File: src/rtl/dir_pkg.sv
// Package: shared encodings for the directory coherence controller.
// Assumes: line state is two bits, message kind is one bit.
package dir_pkg;

    typedef enum logic [1:0] {
        ST_UNCACHED = 2'b00,
        ST_SHARED   = 2'b01,
        ST_EXCL     = 2'b10
    } dir_state_t;

    typedef enum logic [1:0] {
        OP_READ    = 2'b00,
        OP_WRITE   = 2'b01,
        OP_RELEASE = 2'b10,
        OP_NONE    = 2'b11
    } dir_op_t;

    typedef enum logic {
        MSG_INVAL = 1'b0,
        MSG_DOWN  = 1'b1
    } dir_msg_t;

endpackage

File: src/rtl/dir_store.sv
// Module: dir_store
// Holds one directory entry per line in flops: state, owner field and
// presence bitmap. One write port, one read port for the request path and
// one read port for the lookup path.
// Assumes: writes come only from an accepted request. Reset is synchronous and active low.
module dir_store
    import dir_pkg::*;
#(
    parameter int LINES  = 64,
    parameter int NODES  = 16,
    parameter int OWN_W  = 8,
    localparam int LW    = $clog2(LINES)
) (
    input  logic             clk,
    input  logic             rst_n,
    input  logic             wr_en,
    input  logic [LW-1:0]    wr_line,
    input  dir_state_t       wr_state,
    input  logic [OWN_W-1:0] wr_owner,
    input  logic [NODES-1:0] wr_sharers,
    input  logic [LW-1:0]    rd_line,
    output dir_state_t       rd_state,
    output logic [OWN_W-1:0] rd_owner,
    output logic [NODES-1:0] rd_sharers,
    input  logic [LW-1:0]    lk_line,
    output dir_state_t       lk_state,
    output logic [OWN_W-1:0] lk_owner,
    output logic [NODES-1:0] lk_sharers
);

    dir_state_t       st_q  [LINES];
    logic [OWN_W-1:0] own_q [LINES];
    logic [NODES-1:0] sh_q  [LINES];

    for (genvar g = 0; g < LINES; g++) begin : g_entry
        // Per-line entry register: cleared on reset, loaded when addressed.
        always_ff @(posedge clk) begin
            if (!rst_n) begin
                st_q[g]  <= ST_UNCACHED;
                own_q[g] <= '0;
                sh_q[g]  <= '0;
            end else if (wr_en && (wr_line == LW'(g))) begin
                st_q[g]  <= wr_state;
                own_q[g] <= wr_owner;
                sh_q[g]  <= wr_sharers;
            end
        end


        excl_single_holder_chk: assert property (@(posedge clk) disable iff (!rst_n)
            (st_q[g] == ST_EXCL) |-> ($countones(sh_q[g]) == 1));

        uncached_empty_chk: assert property (@(posedge clk) disable iff (!rst_n)
            (st_q[g] == ST_UNCACHED) |-> (sh_q[g] == '0 && own_q[g] == '0));

        shared_nonempty_chk: assert property (@(posedge clk) disable iff (!rst_n)
            (st_q[g] == ST_SHARED) |-> (sh_q[g] != '0));
    end

    // Read port for the request path.
    always_comb begin
        rd_state   = st_q[rd_line];
        rd_owner   = own_q[rd_line];
        rd_sharers = sh_q[rd_line];
    end

    // Read port for the lookup path.
    always_comb begin
        lk_state   = st_q[lk_line];
        lk_owner   = own_q[lk_line];
        lk_sharers = sh_q[lk_line];
    end

endmodule

File: src/rtl/dir_policy.sv
// Module: dir_policy
// Combinational coherence policy. From the current entry and the request it
// works out the next entry, whether the entry changes, and the set of nodes
// to message along with the message kind.
// Assumes: NODES is a power of two no larger than 2**OWN_W.
module dir_policy
    import dir_pkg::*;
#(
    parameter int NODES  = 16,
    parameter int OWN_W  = 8,
    localparam int NW    = $clog2(NODES)
) (
    input  dir_op_t          op,
    input  logic [NW-1:0]    node,
    input  dir_state_t       cur_state,
    input  logic [OWN_W-1:0] cur_owner,
    input  logic [NODES-1:0] cur_sharers,
    output logic             upd,
    output dir_state_t       nxt_state,
    output logic [OWN_W-1:0] nxt_owner,
    output logic [NODES-1:0] nxt_sharers,
    output logic [NODES-1:0] tgt_mask,
    output dir_msg_t         tgt_kind
);

    logic [NODES-1:0] me_bit;
    logic [NODES-1:0] own_bit;
    logic             is_owner;

    // Decode the requester and owner into one-hot node masks.
    always_comb begin
        me_bit   = NODES'(1) << node;
        own_bit  = NODES'(1) << cur_owner[NW-1:0];
        is_owner = (cur_state == ST_EXCL) && (cur_owner == OWN_W'(node));
    end

    // Next-state and message-target selection per operation.
    always_comb begin
        upd         = 1'b0;
        nxt_state   = cur_state;
        nxt_owner   = cur_owner;
        nxt_sharers = cur_sharers;
        tgt_mask    = '0;
        tgt_kind    = MSG_INVAL;
        unique case (op)
            OP_READ: begin
                if (!is_owner) begin
                    upd       = 1'b1;
                    nxt_state = ST_SHARED;
                    nxt_owner = '0;
                    if (cur_state == ST_EXCL) begin
                        tgt_mask    = own_bit;
                        tgt_kind    = MSG_DOWN;
                        nxt_sharers = own_bit | me_bit;
                    end else begin
                        nxt_sharers = cur_sharers | me_bit;
                    end
                end
            end
            OP_WRITE: begin
                if (!is_owner) begin
                    upd         = 1'b1;
                    nxt_state   = ST_EXCL;
                    nxt_owner   = OWN_W'(node);
                    nxt_sharers = me_bit;
                    tgt_kind    = MSG_INVAL;
                    if (cur_state == ST_EXCL)
                        tgt_mask = own_bit & ~me_bit;
                    else if (cur_state == ST_SHARED)
                        tgt_mask = cur_sharers & ~me_bit;
                end
            end
            OP_RELEASE: begin
                if (is_owner) begin
                    upd         = 1'b1;
                    nxt_state   = ST_UNCACHED;
                    nxt_owner   = '0;
                    nxt_sharers = '0;
                end
            end
            default: begin
                upd = 1'b0;
            end
        endcase
    end

endmodule

File: src/rtl/dir_msg_seq.sv
// Module: dir_msg_seq
// Holds the pending target mask of the last accepted request and emits one
// message per cycle to the lowest-numbered pending node, then clears it.
// Assumes: load is only raised while nothing is pending.
module dir_msg_seq
    import dir_pkg::*;
#(
    parameter int NODES = 16,
    parameter int LINES = 64,
    localparam int NW   = $clog2(NODES),
    localparam int LW   = $clog2(LINES)
) (
    input  logic             clk,
    input  logic             rst_n,
    input  logic             load,
    input  logic [NODES-1:0] load_mask,
    input  dir_msg_t         load_kind,
    input  logic [LW-1:0]    load_line,
    input  logic [NW-1:0]    load_node,
    output logic             msg_valid,
    output dir_msg_t         msg_kind,
    output logic [NW-1:0]    msg_node,
    output logic [LW-1:0]    msg_line
);

    logic [NODES-1:0] pend_q;
    dir_msg_t         kind_q;
    logic [LW-1:0]    line_q;
    logic [NW-1:0]    src_q;
    logic [NW-1:0]    pick;

    // Priority pick of the lowest pending node.
    always_comb begin
        pick = '0;
        for (int i = NODES - 1; i >= 0; i--) begin
            if (pend_q[i]) pick = NW'(i);
        end
    end

    // Pending mask and message context registers.
    always_ff @(posedge clk) begin
        if (!rst_n) begin
            pend_q <= '0;
            kind_q <= MSG_INVAL;
            line_q <= '0;
            src_q  <= '0;
        end else if (load) begin
            pend_q <= load_mask;
            kind_q <= load_kind;
            line_q <= load_line;
            src_q  <= load_node;
        end else if (pend_q != '0) begin
            pend_q <= pend_q & ~(NODES'(1) << pick);
        end
    end

    // Drive the message port from the pending state.
    always_comb begin
        msg_valid = (pend_q != '0);
        msg_kind  = kind_q;
        msg_node  = pick;
        msg_line  = line_q;
    end


    ascending_order_chk: assert property (@(posedge clk) disable iff (!rst_n)
        (msg_valid && $past(msg_valid) && !$past(load)) |-> (msg_node > $past(msg_node)));

    not_requester_chk: assert property (@(posedge clk) disable iff (!rst_n)
        (msg_valid && msg_kind == MSG_INVAL) |-> (msg_node != src_q));

    one_per_cycle_chk: assert property (@(posedge clk) disable iff (!rst_n)
        (msg_valid && !load) |=> ($countones(pend_q) == $countones($past(pend_q)) - 1));

    single_downgrade_chk: assert property (@(posedge clk) disable iff (!rst_n)
        (msg_valid && msg_kind == MSG_DOWN && !load) |=> !msg_valid);

endmodule

File: src/rtl/dir_coherence_ctrl.sv
// Module: dir_coherence_ctrl
// Top of the directory coherence controller. Accepts a request when nothing
// is pending, updates the entry on the accepting edge, and hands the message
// targets to the sequencer. The request port stalls while messages drain.
// Assumes: 16 nodes and 64 lines by default; owner field 8 bits wide.
module dir_coherence_ctrl
    import dir_pkg::*;
#(
    parameter int NODES = 16,
    parameter int LINES = 64,
    parameter int OWN_W = 8,
    localparam int NW   = $clog2(NODES),
    localparam int LW   = $clog2(LINES)
) (
    input  logic             clk,
    input  logic             rst_n,
    input  logic             req_valid,
    output logic             req_ready,
    input  logic [1:0]       req_op,
    input  logic [NW-1:0]    req_node,
    input  logic [LW-1:0]    req_line,
    output logic             msg_valid,
    output logic             msg_kind,
    output logic [NW-1:0]    msg_node,
    output logic [LW-1:0]    msg_line,
    output logic             busy,
    input  logic [LW-1:0]    lk_line,
    output logic [1:0]       lk_state,
    output logic [OWN_W-1:0] lk_owner,
    output logic [NODES-1:0] lk_sharers
);

    dir_state_t       cur_state, nxt_state, lk_st;
    logic [OWN_W-1:0] cur_owner, nxt_owner;
    logic [NODES-1:0] cur_sharers, nxt_sharers, tgt_mask;
    dir_msg_t         tgt_kind, seq_kind;
    logic             upd, accept, wr_en;

    // Handshake: accept only when the sequencer is idle.
    always_comb begin
        busy      = msg_valid;
        req_ready = !busy;
        accept    = req_valid && req_ready;
        wr_en     = accept && upd;
        msg_kind  = seq_kind;
        lk_state  = lk_st;
    end

    dir_store #(.LINES(LINES), .NODES(NODES), .OWN_W(OWN_W)) u_store (
        .clk        (clk),
        .rst_n      (rst_n),
        .wr_en      (wr_en),
        .wr_line    (req_line),
        .wr_state   (nxt_state),
        .wr_owner   (nxt_owner),
        .wr_sharers (nxt_sharers),
        .rd_line    (req_line),
        .rd_state   (cur_state),
        .rd_owner   (cur_owner),
        .rd_sharers (cur_sharers),
        .lk_line    (lk_line),
        .lk_state   (lk_st),
        .lk_owner   (lk_owner),
        .lk_sharers (lk_sharers)
    );

    dir_policy #(.NODES(NODES), .OWN_W(OWN_W)) u_policy (
        .op          (dir_op_t'(req_op)),
        .node        (req_node),
        .cur_state   (cur_state),
        .cur_owner   (cur_owner),
        .cur_sharers (cur_sharers),
        .upd         (upd),
        .nxt_state   (nxt_state),
        .nxt_owner   (nxt_owner),
        .nxt_sharers (nxt_sharers),
        .tgt_mask    (tgt_mask),
        .tgt_kind    (tgt_kind)
    );

    dir_msg_seq #(.NODES(NODES), .LINES(LINES)) u_seq (
        .clk       (clk),
        .rst_n     (rst_n),
        .load      (accept),
        .load_mask (tgt_mask),
        .load_kind (tgt_kind),
        .load_line (req_line),
        .load_node (req_node),
        .msg_valid (msg_valid),
        .msg_kind  (seq_kind),
        .msg_node  (msg_node),
        .msg_line  (msg_line)
    );


    no_write_while_busy_chk: assert property (@(posedge clk) disable iff (!rst_n)
        msg_valid |-> !wr_en);

    msg_line_held_chk: assert property (@(posedge clk) disable iff (!rst_n)
        (msg_valid && $past(msg_valid) && $past(rst_n)) |-> $stable(msg_line));

    first_msg_after_accept_chk: assert property (@(posedge clk) disable iff (!rst_n)
        (accept && tgt_mask != '0) |=> msg_valid);

endmodule

File: config.mk
export PLATFORM = sky130hd
export DESIGN_NAME = dir_coherence_ctrl
export DESIGN_NICKNAME = d
export VERILOG_FILES = /design/src/rtl/dir_pkg.sv /design/src/rtl/dir_store.sv /design/src/rtl/dir_policy.sv /design/src/rtl/dir_msg_seq.sv /design/src/rtl/dir_coherence_ctrl.sv
export SDC_FILE = /design/constraint.sdc
export NUM_CORES = 2
export LEC_CHECK = 0
export BUFFER_PORTS_ARGS = -buffer_cell sky130_fd_sc_hd__buf_4
export CORE_MARGIN = 2
export CORE_UTILIZATION = 35
export CTS_CLUSTER_DIAMETER = 50
export DETAILED_ROUTE_END_ITERATION = 8
export GPL_TIMING_DRIVEN = 0
export MAX_ROUTING_LAYER = met4
export PLACE_DENSITY = 0.5
export SLEW_MARGIN = 10
export SYNTH_ARGS = -nofsm -noshare
export SYNTH_HDL_FRONTEND = slang
export SYNTH_SLANG_ARGS = --single-unit
File: constraint.sdc
create_clock -name clk -period 12.7 [get_ports clk]
set_input_delay 0.635 -clock clk [delete_from_list [all_inputs] [get_ports clk]]
set_output_delay 0.635 -clock clk [all_outputs]
set_load 0.02 [all_outputs]
==> impl_metrics.xml <==
<?xml version="1.0" encoding="UTF-8"?>
<metrics>
  <group name="status">
    <metric name="status" unit="">complete, no violations</metric>
  </group>
  <group name="critical_path">
    <metric name="worstPathBufferInverterCount" unit="">9</metric>
    <metric name="critical_path.most_common_cell" unit="">buf_4</metric>
    <metric name="start_kind" unit="">input pin</metric>
    <metric name="critical_path_class" unit="">in2reg</metric>
    <metric name="max_stage_delay" unit="ps">1070</metric>
    <metric name="critical_path_cell_sequence" unit="">buf_4, buf_4, buf_6, buf_4, buf_4, buf_2, mux4_4, a211oi_1, a211oi_2, a2111oi_4, a21oi_2, buf_2, o211ai_1, clkbuf_1, o21ai_4, buf_16</metric>
    <metric name="required_time_of_the_worst_setup_path" unit="ps">13320</metric>
    <metric name="cp_max_fo" unit="">14</metric>
    <metric name="timing.critical_path.slowest_stage_cell" unit="">a211oi_1</metric>
    <metric name="arrival" unit="ps">9000</metric>
    <metric name="rrSetupSlack" unit="ps">5480</metric>
    <metric name="worstReg2RegStart" unit="">u_store.st_q[46][0]</metric>
    <metric name="setup.worst_path.end_class" unit="">flop</metric>
    <metric name="reg2reg_to" unit="">u_store.own_q[23][6]</metric>
    <metric name="timing.critical_path.max_delay_family" unit="">buffers and inverters</metric>
    <metric name="worst_r2r_path_depth" unit="">13</metric>
  </group>
  <group name="timing">
    <metric name="layout_min_cycle_time" unit="ps">8370</metric>
    <metric name="finalMaxSlewViolations" unit="">0</metric>
    <metric name="worst_clock_skew" unit="ps">51.8</metric>
    <metric name="setup_repair_after_global_routing_missed_its_margin" unit="">false</metric>
    <metric name="final.period_utilization" unit="">0.659</metric>
    <metric name="worst-slew-pin-transition" unit="ps">1480</metric>
    <metric name="hold_violations" unit="">0</metric>
    <metric name="setup-violations-final" unit="">0</metric>
    <metric name="maxClockFrequency" unit="GHz">0.119</metric>
    <metric name="timing.setup.tns" unit="ps">0</metric>
    <metric name="worst_slew_margin_rel" unit="">0.0141</metric>
  </group>
  <group name="route">
    <metric name="route.detailed.drc" unit="">0</metric>
    <metric name="detail_route.wirelength" unit="mm">393</metric>
    <metric name="violation_count_after_the_first_detailed_route_iteration" unit="">11000</metric>
    <metric name="routedWlPerCell" unit="um">40.6</metric>
    <metric name="drt_pass_1_iters" unit="">6</metric>
    <metric name="antenna_violation_net_count_after_detailed_routing" unit="">0</metric>
    <metric name="vias" unit="">61200</metric>
    <metric name="via_per_inst" unit="">6.33</metric>
  </group>
  <group name="synth">
    <metric name="postSynth.asyncResetShare" unit="">0</metric>
    <metric name="synthCells" unit="">5561</metric>
    <metric name="synth_edf_count" unit="">1664</metric>
    <metric name="seq_area_frac_synth" unit="">0.579</metric>
    <metric name="post_synth_instance_area" unit="um2">87100</metric>
    <metric name="top_ff_cell_synth" unit="">edfxtp_1</metric>
    <metric name="yosys_warnings" unit="">0</metric>
    <metric name="synth_top_cell_by_area" unit="">edfxtp_1</metric>
    <metric name="synth.avg_cell_area" unit="um2">15.7</metric>
    <metric name="postSynthRegisterBits" unit="">1687</metric>
    <metric name="fraction_of_synthesized_cell_area_taken_by_the_top_area_cell_type" unit="">0.574</metric>
    <metric name="netlist-cell-type-count" unit="">78</metric>
    <metric name="yosys-top-cells-area" unit="">edfxtp_1 57%, mux4_2 25%, nor2_1 5.1%, mux2i_1 1.8%, a21oi_1 1.7%</metric>
  </group>
  <group name="clock_network">
    <metric name="post_cts_resize_count" unit="">0</metric>
    <metric name="tritoncts" unit="">done</metric>
    <metric name="cts.path.max_buffers" unit="">3</metric>
    <metric name="cts_post_setup_buffers_inserted" unit="">0</metric>
    <metric name="clock-sinks" unit="">1687</metric>
    <metric name="h_tree_lvl_count" unit="">4</metric>
    <metric name="cts-root-buf" unit="">clkbuf_16</metric>
    <metric name="cts_hold_repair.buffers" unit="">0</metric>
    <metric name="cts_made_buffers" unit="">208</metric>
    <metric name="clock_insertion_delay_worst_skew" unit="ps">900</metric>
    <metric name="cts.reportedPaths.clkPinSlew" unit="ps">60</metric>
  </group>
  <group name="layout">
    <metric name="fin_util" unit="">0.411</metric>
    <metric name="post-route-cell-area" unit="um2">102000</metric>
    <metric name="multi_input_area" unit="um2">35300</metric>
    <metric name="drive_gt1_frac" unit="">0.301</metric>
    <metric name="fillerInstances" unit="">22500</metric>
    <metric name="syn_to_final_growth" unit="%">17.1</metric>
    <metric name="sequential_standard_cell_area" unit="um2">50400</metric>
    <metric name="final_net_count" unit="">6175</metric>
  </group>
  <group name="pwr">
    <metric name="vdd_drop_max" unit="mV">0.118</metric>
    <metric name="power_leakage" unit="uW">0.0345</metric>
    <metric name="fin_total_pwr" unit="uW">14500</metric>
    <metric name="power_per_cell_area" unit="nW/um2">142</metric>
  </group>
  <group name="min_path">
    <metric name="worst_hold_path.endpoint" unit="">u_seq.pend_q[0]</metric>
    <metric name="worstHoldStart" unit="">req_op[0]</metric>
    <metric name="timing.hold.worst_path_depth" unit="">3</metric>
    <metric name="holdCritPathClass" unit="">in2reg</metric>
  </group>
  <group name="place">
    <metric name="placed_cell_area" unit="um2">95400</metric>
    <metric name="number_of_input_and_output_port_buffers_inserted" unit="">47</metric>
    <metric name="hpwlAfterDp" unit="mm">301</metric>
    <metric name="gp_congestion" unit="">1.05</metric>
  </group>
  <group name="floorplanning">
    <metric name="initial_utilization" unit="">0.351</metric>
    <metric name="top_level_ports" unit="">61</metric>
    <metric name="dieHeight" unit="um">503</metric>
    <metric name="die-width" unit="um">503</metric>
    <metric name="design.die.area" unit="um2">253000</metric>
    <metric name="rows" unit="">183</metric>
    <metric name="core_area" unit="um2">248000</metric>
  </group>
  <group name="global_routing">
    <metric name="grt_use_total" unit="">0.318</metric>
    <metric name="antenna_found_initial" unit="">36</metric>
    <metric name="grt_start_max_net_pins" unit="">18</metric>
    <metric name="global_route_congestion_overflow_total" unit="">0</metric>
    <metric name="first_global_vias" unit="">58800</metric>
    <metric name="first_pass_grt_wire_length" unit="mm">522</metric>
  </group>
  <group name="job">
    <metric name="cap_violations" unit="">0</metric>
  </group>
</metrics>
-- cell families (layout without fill, tap and decap cells) --
logic type                count (synthesis)  after routing  share of synthesized area
muxes                                  1128           1128                      0.269
buffers and inverters                   623           1130                     0.0347
DFF                                    1687           1687                      0.579
AOI/OAI and AO/OA                       676            676                     0.0498
xor gates and xnor gates                  4              4                   0.000402
and+or+nand+nor                        1442           1442                     0.0671
other                                     1            276                  0.0000431
-- cells in the final DEF (no fill, tap or decap), types with 28 or more instances in the layout --
cell / netlist / final
o21ai_0: 139 / 75
clkinv_1: 0 / 47
a21oi_1: 295 / 294
nand2_1: 85 / 85
o21ai_4: 1 / 65
clkbuf_1: 231 / 215
a22oi_1: 79 / 78
nand3_1: 33 / 33
nor3_1: 60 / 60
buf_4: 29 / 80
mux4_2: 956 / 956
buf_2: 257 / 295
mux2i_1: 158 / 158
conb_1: 1 / 256
buf_6: 25 / 28
buf_16: 0 / 58
clkbuf_16: 0 / 209
nor2_1: 1185 / 1185
clkbuf_2: 0 / 57
edfxtp_1: 1664 / 1664
-- metrics by stage --
stage,hold slack [ps],setup WS (ps),std cells
finish,369,4330,9673
global route,349,4270,9665
CTS,299,4520,9649
detailed placement,466,3590,9270
global placement,461,-567,9193
floorplan,488,6520,5816
-- state kept, by name, indices dropped and copies added (netlist names) --
name,count
u_store.sh_q,1024
u_store.own_q,512
u_store.st_q,128
u_seq.pend_q,16
u_seq.msg_kind,1
u_seq.msg_line,6
-- tightest hold or removal path: stages --
cell and delay [ps]:
clkbuf_1 240, a32oi_1 250, nor3_1 70
-- final cells by class --
| cell class | instances | area share |
|---|---|---|
| clock buffer | 246 | 0.0526 |
| antenna | 20 | 0.000491 |
| timing repair buffer | 128 | 0.0228 |
| sequential | 1687 | 0.494 |
| multi-input combinational | 3506 | 0.346 |
| buffer | 613 | 0.0304 |
| clock inverter | 133 | 0.0115 |
| tap | 3330 | 0.0408 |
| inverter | 10 | 0.000368 |
-- cell usage after synthesis (all sizes together), types with 10 or more instances --
library cell	count
buf	382
a21boi	23
nor2	1187
a22oi	80
a221oi	12
mux2i	158
nand3	37
o21ai	142
a211oi	27
inv	10
nor3	62
nand2	86
dfxtp	23
nor2b	18
a21oi	295
clkbuf	231
a2111o	11
a31oi	23
mux4	966
edfxtp	1664
-- how the worst max path moves through the flow --
stage | start | to | depth (start not counted)
after floorplan | req_line[1] | u_store.own_q[48][0] | 15
after global placement | req_line[3] | u_store.own_q[47][6] | 15
after detailed placement | req_line[3] | u_store.sh_q[8][5] | 16
after CTS | req_line[3] | u_store.sh_q[8][9] | 16
after global routing | req_line[3] | u_store.own_q[22][4] | 17
final | req_line[1] | u_store.own_q[23][6] | 16
-- power by group --
part / internal (uW) / switching, uW
Combinational: 741 / 1490
Sequential: 6330 / 107
Clock: 3310 / 2560
Total: 10400 / 4160
-- per-layer routing --
metal,routed length (um),global-route usage
met1,148000,0.406
met2,174000,0.463
met3,49600,0.0957
met4,21800,0.150
met5,0,-
Note: power is estimated with default switching activity, not from simulation.
